### src/rtl/rs204_pkg.sv
// Shared field arithmetic for the RS encoder.
// Assumes GF(2^8) with the field polynomial 0x11D and a primitive element of 0x02.
package rs204_pkg;
    localparam int              SYM_W      = 8;
    localparam logic [SYM_W:0]  FIELD_POLY = 9'h11D;
    localparam int              MAX_PAR    = 32;

    typedef logic [SYM_W-1:0] sym_t;

    // Shift-and-add multiply with reduction modulo the field polynomial.
    function automatic sym_t gf_mul(input sym_t a, input sym_t b);
        sym_t acc;
        sym_t aa;
        acc = '0;
        aa  = a;
        for (int i = 0; i < SYM_W; i++) begin
            if (b[i]) acc = acc ^ aa;
            aa = aa[SYM_W-1] ? (sym_t'(aa << 1) ^ FIELD_POLY[SYM_W-1:0]) : sym_t'(aa << 1);
        end
        return acc;
    endfunction

    // Power of the primitive element.
    function automatic sym_t gf_alpha_pow(input int e);
        sym_t r;
        r = sym_t'(1);
        for (int i = 0; i < e; i++) r = gf_mul(r, sym_t'(2));
        return r;
    endfunction

    // Coefficient idx of the monic generator: product of (x + alpha^(first_root+i)).
    function automatic sym_t gen_coef(input int idx, input int npar, input int first_root);
        sym_t g [0:MAX_PAR];
        sym_t root;
        for (int k = 0; k <= MAX_PAR; k++) g[k] = '0;
        g[0] = sym_t'(1);
        for (int i = 0; i < MAX_PAR; i++) begin
            if (i < npar) begin
                root = gf_alpha_pow(first_root + i);
                for (int k = MAX_PAR; k >= 1; k--) begin
                    if (k <= i + 1) g[k] = g[k-1] ^ gf_mul(g[k], root);
                end
                g[0] = gf_mul(g[0], root);
            end
        end
        return g[idx];
    endfunction
endpackage

### src/rtl/rs_gf_cmul.sv
// Multiplies a symbol by a fixed field constant.
// Assumes COEF is known at elaboration, so the logic reduces to an XOR network.
module rs_gf_cmul
    import rs204_pkg::*;
#(
    parameter sym_t COEF = '0
) (
    input  sym_t a,
    output sym_t y
);
    // Constant multiply, reduced modulo the field polynomial.
    assign y = gf_mul(a, COEF);
endmodule

### src/rtl/rs_parity_lfsr.sv
// Division register producing the check symbols.
// Assumes absorb and shift are never high together, and that first is high
// only with the first absorbed byte of a packet.
module rs_parity_lfsr
    import rs204_pkg::*;
#(
    parameter int N_PARITY   = 16,
    parameter int FIRST_ROOT = 0
) (
    input  logic clk,
    input  logic rst_n,
    input  logic absorb,
    input  logic first,
    input  logic shift,
    input  logic par_last,
    input  sym_t din,
    output sym_t par_top
);
    sym_t r    [N_PARITY];
    sym_t base [N_PARITY];
    sym_t prod [N_PARITY];
    sym_t fb;
    logic all_zero;

    // Treat the register as empty on the first byte of a packet.
    always_comb begin
        for (int i = 0; i < N_PARITY; i++) base[i] = first ? '0 : r[i];
    end

    assign fb = din ^ base[N_PARITY-1];

    genvar gi;
    generate
        for (gi = 0; gi < N_PARITY; gi++) begin : g_tap
            rs_gf_cmul #(.COEF(gen_coef(gi, N_PARITY, FIRST_ROOT))) u_mul (
                .a (fb),
                .y (prod[gi])
            );
        end
    endgenerate

    // Divide on message bytes; shift out with zero feedback on check bytes.
    always_ff @(posedge clk) begin
        if (!rst_n) begin
            for (int i = 0; i < N_PARITY; i++) r[i] <= '0;
        end else if (absorb) begin
            r[0] <= prod[0];
            for (int i = 1; i < N_PARITY; i++) r[i] <= base[i-1] ^ prod[i];
        end else if (shift) begin
            r[0] <= '0;
            for (int i = 1; i < N_PARITY; i++) r[i] <= r[i-1];
        end
    end

    assign par_top = r[N_PARITY-1];

    // Flag an all-zero register for the flush check.
    always_comb begin
        all_zero = 1'b1;
        for (int i = 0; i < N_PARITY; i++) if (r[i] != '0) all_zero = 1'b0;
    end


    empty_after_flush_chk: assert property (@(posedge clk) disable iff (!rst_n)
        (shift && par_last) |=> all_zero);
endmodule

### src/rtl/rs_enc_ctrl.sv
// Packet sequencer: counts message bytes, then check bytes, and drives both handshakes.
// Assumes the sink follows valid/ready rules; bytes at a boundary without sop are discarded.
module rs_enc_ctrl #(
    parameter int K_MSG    = 188,
    parameter int N_PARITY = 16
) (
    input  logic clk,
    input  logic rst_n,
    input  logic in_valid,
    input  logic in_sop,
    input  logic out_ready,
    output logic in_ready,
    output logic out_valid,
    output logic out_eop,
    output logic sel_parity,
    output logic absorb,
    output logic first,
    output logic shift,
    output logic par_last
);
    localparam int               LIMIT    = (K_MSG > N_PARITY) ? K_MSG : N_PARITY;
    localparam int               CNT_W    = $clog2(LIMIT);
    localparam logic [CNT_W-1:0] MSG_LAST = CNT_W'(K_MSG - 1);
    localparam logic [CNT_W-1:0] PAR_LAST = CNT_W'(N_PARITY - 1);

    typedef enum logic {PH_MSG, PH_PAR} phase_t;

    phase_t           phase;
    logic [CNT_W-1:0] cnt;
    logic             skip;

    // Decode handshakes from the phase and the position in the packet.
    always_comb begin
        first      = (phase == PH_MSG) && (cnt == '0);
        skip       = first && !in_sop;
        sel_parity = (phase == PH_PAR);
        in_ready   = sel_parity ? 1'b0 : (skip ? 1'b1 : out_ready);
        out_valid  = sel_parity ? 1'b1 : (in_valid && !skip);
        absorb     = !sel_parity && in_valid && !skip && out_ready;
        shift      = sel_parity && out_ready;
        par_last   = sel_parity && (cnt == PAR_LAST);
        out_eop    = par_last;
    end

    // Advance the position counter and switch phase at each packet section end.
    always_ff @(posedge clk) begin
        if (!rst_n) begin
            phase <= PH_MSG;
            cnt   <= '0;
        end else if (absorb) begin
            if (cnt == MSG_LAST) begin
                phase <= PH_PAR;
                cnt   <= '0;
            end else begin
                cnt <= cnt + 1'b1;
            end
        end else if (shift) begin
            if (par_last) begin
                phase <= PH_MSG;
                cnt   <= '0;
            end else begin
                cnt <= cnt + 1'b1;
            end
        end
    end


    one_source_chk: assert property (@(posedge clk) disable iff (!rst_n)
        $onehot0({absorb, shift}));


    eop_single_chk: assert property (@(posedge clk) disable iff (!rst_n)
        (out_valid && out_ready && out_eop) |=> !out_eop);


    parity_blocks_input_chk: assert property (@(posedge clk) disable iff (!rst_n)
        out_eop |-> !in_ready);
endmodule

### src/rtl/rs204_encoder.sv
// Systematic encoder for the shortened RS(204,188) code.
// Assumes one byte per cycle at most. The message passes straight through, and
// 16 check bytes follow with the input held off.
module rs204_encoder #(
    parameter int K_MSG      = 188,
    parameter int N_PARITY   = 16,
    parameter int FIRST_ROOT = 0
) (
    input  logic                        clk,
    input  logic                        rst_n,
    input  logic                        in_valid,
    output logic                        in_ready,
    input  logic                        in_sop,
    input  logic [rs204_pkg::SYM_W-1:0] in_data,
    output logic                        out_valid,
    input  logic                        out_ready,
    output logic [rs204_pkg::SYM_W-1:0] out_data,
    output logic                        out_eop
);
    import rs204_pkg::*;

    logic sel_parity;
    logic absorb;
    logic first;
    logic shift;
    logic par_last;
    sym_t par_top;

    rs_enc_ctrl #(.K_MSG(K_MSG), .N_PARITY(N_PARITY)) u_ctrl (
        .clk        (clk),
        .rst_n      (rst_n),
        .in_valid   (in_valid),
        .in_sop     (in_sop),
        .out_ready  (out_ready),
        .in_ready   (in_ready),
        .out_valid  (out_valid),
        .out_eop    (out_eop),
        .sel_parity (sel_parity),
        .absorb     (absorb),
        .first      (first),
        .shift      (shift),
        .par_last   (par_last)
    );

    rs_parity_lfsr #(.N_PARITY(N_PARITY), .FIRST_ROOT(FIRST_ROOT)) u_lfsr (
        .clk      (clk),
        .rst_n    (rst_n),
        .absorb   (absorb),
        .first    (first),
        .shift    (shift),
        .par_last (par_last),
        .din      (in_data),
        .par_top  (par_top)
    );

    // Select the message byte or the top check symbol.
    assign out_data = sel_parity ? par_top : in_data;


    stall_hold_chk: assert property (@(posedge clk) disable iff (!rst_n)
        (out_valid && !out_ready && sel_parity) |=> (out_valid && $stable(out_data)));
endmodule

### config.mk
export PLATFORM = sky130hd
export DESIGN_NAME = rs204_encoder
export DESIGN_NICKNAME = d
export VERILOG_FILES = /design/src/rtl/rs204_pkg.sv /design/src/rtl/rs_gf_cmul.sv /design/src/rtl/rs_parity_lfsr.sv /design/src/rtl/rs_enc_ctrl.sv /design/src/rtl/rs204_encoder.sv
export SDC_FILE = /design/constraint.sdc
export NUM_CORES = 1
export LEC_CHECK = 0
export BUFFER_PORTS_ARGS = -buffer_cell sky130_fd_sc_hd__buf_4
export CAP_MARGIN = 20
export CORE_MARGIN = 5
export CORE_UTILIZATION = 40
export CTS_CLUSTER_SIZE = 14
export DETAILED_ROUTE_END_ITERATION = 8
export PLACE_DENSITY = 0.57
export SKIP_LAST_GASP = 1
export SYNTH_ARGS = -nofsm -noshare
export SYNTH_HDL_FRONTEND = slang
export SYNTH_SLANG_ARGS = --single-unit
export TNS_END_PERCENT = 30
### constraint.sdc
create_clock -name clk -period 10.8 [get_ports clk]
set_input_delay 2.16 -clock clk [delete_from_list [all_inputs] [get_ports clk]]
set_output_delay 2.16 -clock clk [all_outputs]
set_load 0.02 [all_outputs]
Word-level counts from Yosys, hierarchy flattened. Memory sizes are Yosys's and may differ from the RTL's. Index checks and enable logic that the tools add are counted.

Bits in writable memories: 128. Memories kept: 1. Bits of input ports: 13. Word-level logic and storage cells: 184. Flip-flop bits (word level): 9.

Memory list: u_lfsr.r (depth 16, bits a word 8, rd ports 16, clocked after memory_dff 0, wr ports 16, RTL line rs_parity_lfsr.sv:19) `sym_t r [N_PARITY];`.

Bitwise logic cells: 87. Muxes and demuxes: 75. Reductions and logical operators: 15. Eq/ne operators: 3. Add/sub/neg operators: 1.

Operator list (count): two-way mux 8 bit (53); bitwise XOR 8 bit (47); two-way mux 5 bit (7); bitwise OR 1 bit (32); inverter 4 bit (7); two-way mux 1 bit (15); adder 8 x 1 -> 8 bit, second input constant (1); equality test 8 x 4 -> 1 bit, second input constant (1); equality test 8 bit, second input constant (1); logical AND 1 bit (8); zero test 8 bit (1); nonzero test 2 bit (2); zero test 1 bit (3); AND reduction 3 bit (1); != test 2 x 1 -> 1 bit, second input constant (1); inverter 1 bit (1).

Depth between registers and ports, before layout.
Word-level depth: 22. Depth in mapped cells: 11. Gate-level depth less buffers: 9.

Hierarchy. From an unflattened synthesis, not the netlist that was laid out.

Cell total of the unflattened synthesis: 1169. Area, all modules: 11507.3 µm².

Modules (own cells, without submodules): rs_parity_lfsr (times used 1, area an instance 7887.6 µm², cells an instance 833); rs_enc_ctrl (times used 1, area an instance 683.2 µm², cells an instance 85); rs_gf_cmul at u_lfsr.g_tap[0].u_mul ... (times used 2, area an instance 183.9 µm², cells an instance 16); rs_gf_cmul at u_lfsr.g_tap[4].u_mul (times used 1, area an instance 251.5 µm², cells an instance 15); rs_gf_cmul at u_lfsr.g_tap[12].u_mul (times used 1, area an instance 214.0 µm², cells an instance 16); rs_gf_cmul at u_lfsr.g_tap[7].u_mul (times used 1, area an instance 209.0 µm², cells an instance 13); rs_gf_cmul at u_lfsr.g_tap[3].u_mul (times used 1, area an instance 202.7 µm², cells an instance 15); rs_gf_cmul at u_lfsr.g_tap[10].u_mul (times used 1, area an instance 196.4 µm², cells an instance 17); rs_gf_cmul at u_lfsr.g_tap[1].u_mul (times used 1, area an instance 193.9 µm², cells an instance 14); rs_gf_cmul at u_lfsr.g_tap[13].u_mul (times used 1, area an instance 191.4 µm², cells an instance 19); rs_gf_cmul at u_lfsr.g_tap[9].u_mul (times used 1, area an instance 185.2 µm², cells an instance 20); rs_gf_cmul at u_lfsr.g_tap[14].u_mul (times used 1, area an instance 176.4 µm², cells an instance 16); rs_gf_cmul at u_lfsr.g_tap[11].u_mul (times used 1, area an instance 138.9 µm², cells an instance 14); rs_gf_cmul at u_lfsr.g_tap[5].u_mul (times used 1, area an instance 138.9 µm², cells an instance 15); 4 more rows.

Worst setup path after synthesis. Ideal clock, no wire load.

Kind: in2out. Start point: input in_data[5] in the netlist's numbering. End point: output out_data[5] in the netlist's numbering. Arrival time: 2.982 ns. Cell stages on the path: 3. Path slack: 5.658 ns. Cells stage by stage: buf_2 > buf_1 > mux2_2.

Word-level cells in the longest chain between the ends: 1.

Ends and longest elaborated chain: from (decl) (RTL line rs204_encoder.sv:14) `input logic [rs204_pkg::SYM_W-1:0] in_data,`; two-way mux 8 bit (RTL line rs204_encoder.sv:57) `assign out_data = sel_parity ? par_top : in_data;`; to (decl) (RTL line rs204_encoder.sv:17) `output logic [rs204_pkg::SYM_W-1:0] out_data,`.

No other way between the ends.

Worst setup path in the final report.
Start point: input in_sop. End point: output out_valid.

Word-level cells in the longest chain between the ends: 5.

Ends and longest elaborated chain: from (decl) (RTL line rs204_encoder.sv:13) `input logic in_sop,`; zero test 1 bit (RTL line rs_enc_ctrl.sv:35) `skip = first && !in_sop;`; logical AND 1 bit (RTL line rs_enc_ctrl.sv:35); zero test 1 bit (RTL line rs_enc_ctrl.sv:38) `out_valid = sel_parity ? 1'b1 : (in_valid && !skip);`; logical AND 1 bit (RTL line rs_enc_ctrl.sv:38); two-way mux 1 bit (RTL line rs_enc_ctrl.sv:38); to (decl) (RTL line rs204_encoder.sv:15) `output logic out_valid,`.

No other way between the ends.

==> impl_metrics.ini <==
[timing]
rsz0062_at_grt = false
setup_viol = 0
maxSlewViolCount = 0
finClkSkew_ns = 0.0147
min_period_over_period_pct = 46.8
finalHoldViolations = 0
fmax_mhz = 198
relSlewSlack_pct = 31.2
worstMarginPinSlew_ns = 1.03
fin_setup_tns_ns = 0
period_minus_slack_ns = 5.05

[setup_path]
start_kind = input port
crit_buf_inv = 3
cp_data_required_time_ns = 8.64
ff2ff_setup_slack_ns = 6.38
path_delay_family = buffers and inverters
slowest_stage = or2_2
cp.arrival_ns = 2.89
crit_top_cell = buf_4
cp-end-kind = primary output
cpPeakStageDelay_ns = 0.31
cp_max_fo = 2
worst-setup-path-type = input port to primary output
crit_path_cell_trace = buf_4, inv_1, a31oi_1, or2_2, buf_4

[final_layout]
drive_gt1_share_pct = 12.5
fin_nets = 948
syn_to_final_growth_pct = 10.0
antenna_cells = 0
fillers = 2256
fin_area_um2 = 10600
final_cells = 1265

[cts]
ctsResizeCount = 0
post-cts-setup-buffer-count = 0
root_buffer = clkbuf_16
htreeDepth = 4
cts_tree = yes
cts_buffers = 17
clock-sinks = 137
cts_hold_buf = 0
clock_latency_ns = 0.43
clk_pin_slew_ns = 0.06
clock_path_buffers = 2

[logic_synthesis]
async_flop_share_pct = 0
synthesis.nets = 967
synth.distinct_cells = 57
syn_area_per_cell_um2 = 10.1
synth_area_leader_cell = edfxtp_1
synth_area_leaders = edfxtp_1 40%, xnor2_1 11%, nand2_1 5.4%
netlist_instances = 952
synthFlopType = edfxtp_1
synth.yosys.seq_area_share_pct = 41.9
ys_top_cells_by_count = 137 x nand2_1, 128 x edfxtp_1, 120 x xnor2_1
synth-edff-count = 128
netlist_area_um2 = 9610
yosys_warnings = 0
synth_top_area_share_pct = 40.0
synth_most_common_cell = nand2_1
synth_seq_cells = 137

[global_route]
grt_overflow_total = 0
antenna_found_initial = 0
grt_pass1_wl_um = 41500
grt_max_degree = 89
grtUsageTotal_pct = 20.5
grt_pass1_vias = 6642

[die]
core_area_um2 = 23500
die_area_um2 = 27200
die_h_um = 165
io_pins = 24
start_util_pct = 40.8
num_rows = 56
die_w_um = 165

[route]
wl_per_cell_um = 21.6
drt_iter0_markers = 675
vias = 7092
dr.pass1.iters = 5
drc = 0
via_per_inst = 5.61
routed_wl_um = 27300
detail-route-antenna-nets = 0

[outcome]
run_status = complete, no violations

[placement]
hpwl_um = 17400
placedCellCount = 1233
io_buffers = 23
placed_cell_area_um2 = 9980
place.gp.congestion = 0.846

[min_path]
hp-class = flop to flop

[power_and_ir_drop]
pwr_density_cell_nw_per_um2 = 199
peakVddDrop_uv = 97.3
power_leakage_nw = 3.71

[run]
drv_cap = 0
layout by cell type (no fill, tap or decap), drive strengths merged, types with 15 or more instances in the layout:
master / instances
nand2: 139
xnor2: 135
edfxtp: 128
a21oi: 99
o21ai: 72
xor2: 65
a22o: 52
buf: 37
o22ai: 31
nor2: 28
clkbuf: 17
and2: 17
inv: 15
path summary, 6_finish.rpt:
path / start / to / cells after the start
hold / removal: u_ctrl.cnt[1] / u_ctrl.cnt[1] / 2
hold reg to reg: u_ctrl.cnt[1] / u_ctrl.cnt[1] / 2
setup / recovery: in_sop / out_valid / 5
setup reg to reg: u_ctrl.sel_parity / u_lfsr.r[3][0] / 9
layer usage:
| layer | up-vias | track usage [%] | share of wire [%] |
|---|---|---|---|
| met5 | - | 0 | 0 |
| li1 | 3359 | - | - |
| met1 | 3440 | 28.6 | 44 |
| met4 | 0 | 8.09 | 3.6 |
| met2 | 253 | 31.6 | 46 |
| met3 | 40 | 3.69 | 6.1 |
kinds of logic (layout without fill, tap and decap cells):
| group | Yosys count | count (layout) | synth area share [%] |
|---|---|---|---|
| AO/OA/AOI/OAI | 281 | 281 | 18.3 |
| XOR/XNOR | 213 | 213 | 23.5 |
| adder cells (fa/ha/maj) | 2 | 2 | 0.260 |
| buffers and inverters | 84 | 78 | 4.00 |
| flip-flops | 137 | 137 | 41.9 |
| multiplexers | 18 | 18 | 1.99 |
| AND/OR/NAND/NOR | 217 | 217 | 10.1 |
state kept, by name (all words and copies together), names as in the netlist:
signal	cells
u_ctrl.sel_parity	1
u_lfsr.r	128
u_ctrl.cnt	8
report_power, final:
| group | total, mW | switching (mW) | internal, mW |
|---|---|---|---|
| registers | 0.746 | 0.0711 | 0.674 |
| clock network | 0.601 | 0.255 | 0.346 |
| logic | 0.754 | 0.430 | 0.324 |
through the flow:
step                worst slack, ns  utilization, %  total power, mW  hold WS, ns
finish                         5.75            44.9             2.10        0.522
global route                   5.69            44.9             2.20        0.573
CTS                            5.75            44.9             2.10        0.531
detailed placement             5.75            42.4             1.50        0.520
global placement               5.77            42.3             1.50        0.508
floorplan                      5.66               -             1.30        0.486
layout make-up:
cell class                      count  area, um2  area share, %
Sequential cell                   137       4020           38.1
Timing Repair Buffer               37        298           2.82
Clock inverter                     15        166           1.57
Clock buffer                       17        425           4.02
Multi-Input combinational cell    731       5230           49.4
Tap cell                          319        399           3.77
Inverter                            9       33.8          0.319
worst reg2reg max path, delay by kind of cell, from the launching register on:
kind | cells | cell delay (ns)
xor gates and xnor gates | 2 | 0.87
and+or+nand+nor | 3 | 0.81
AOI/OAI and AO/OA | 2 | 0.52
DFF | 1 | 0.86
buffers and inverters | 2 | 1.12
Power figures use the tool's default switching activity.
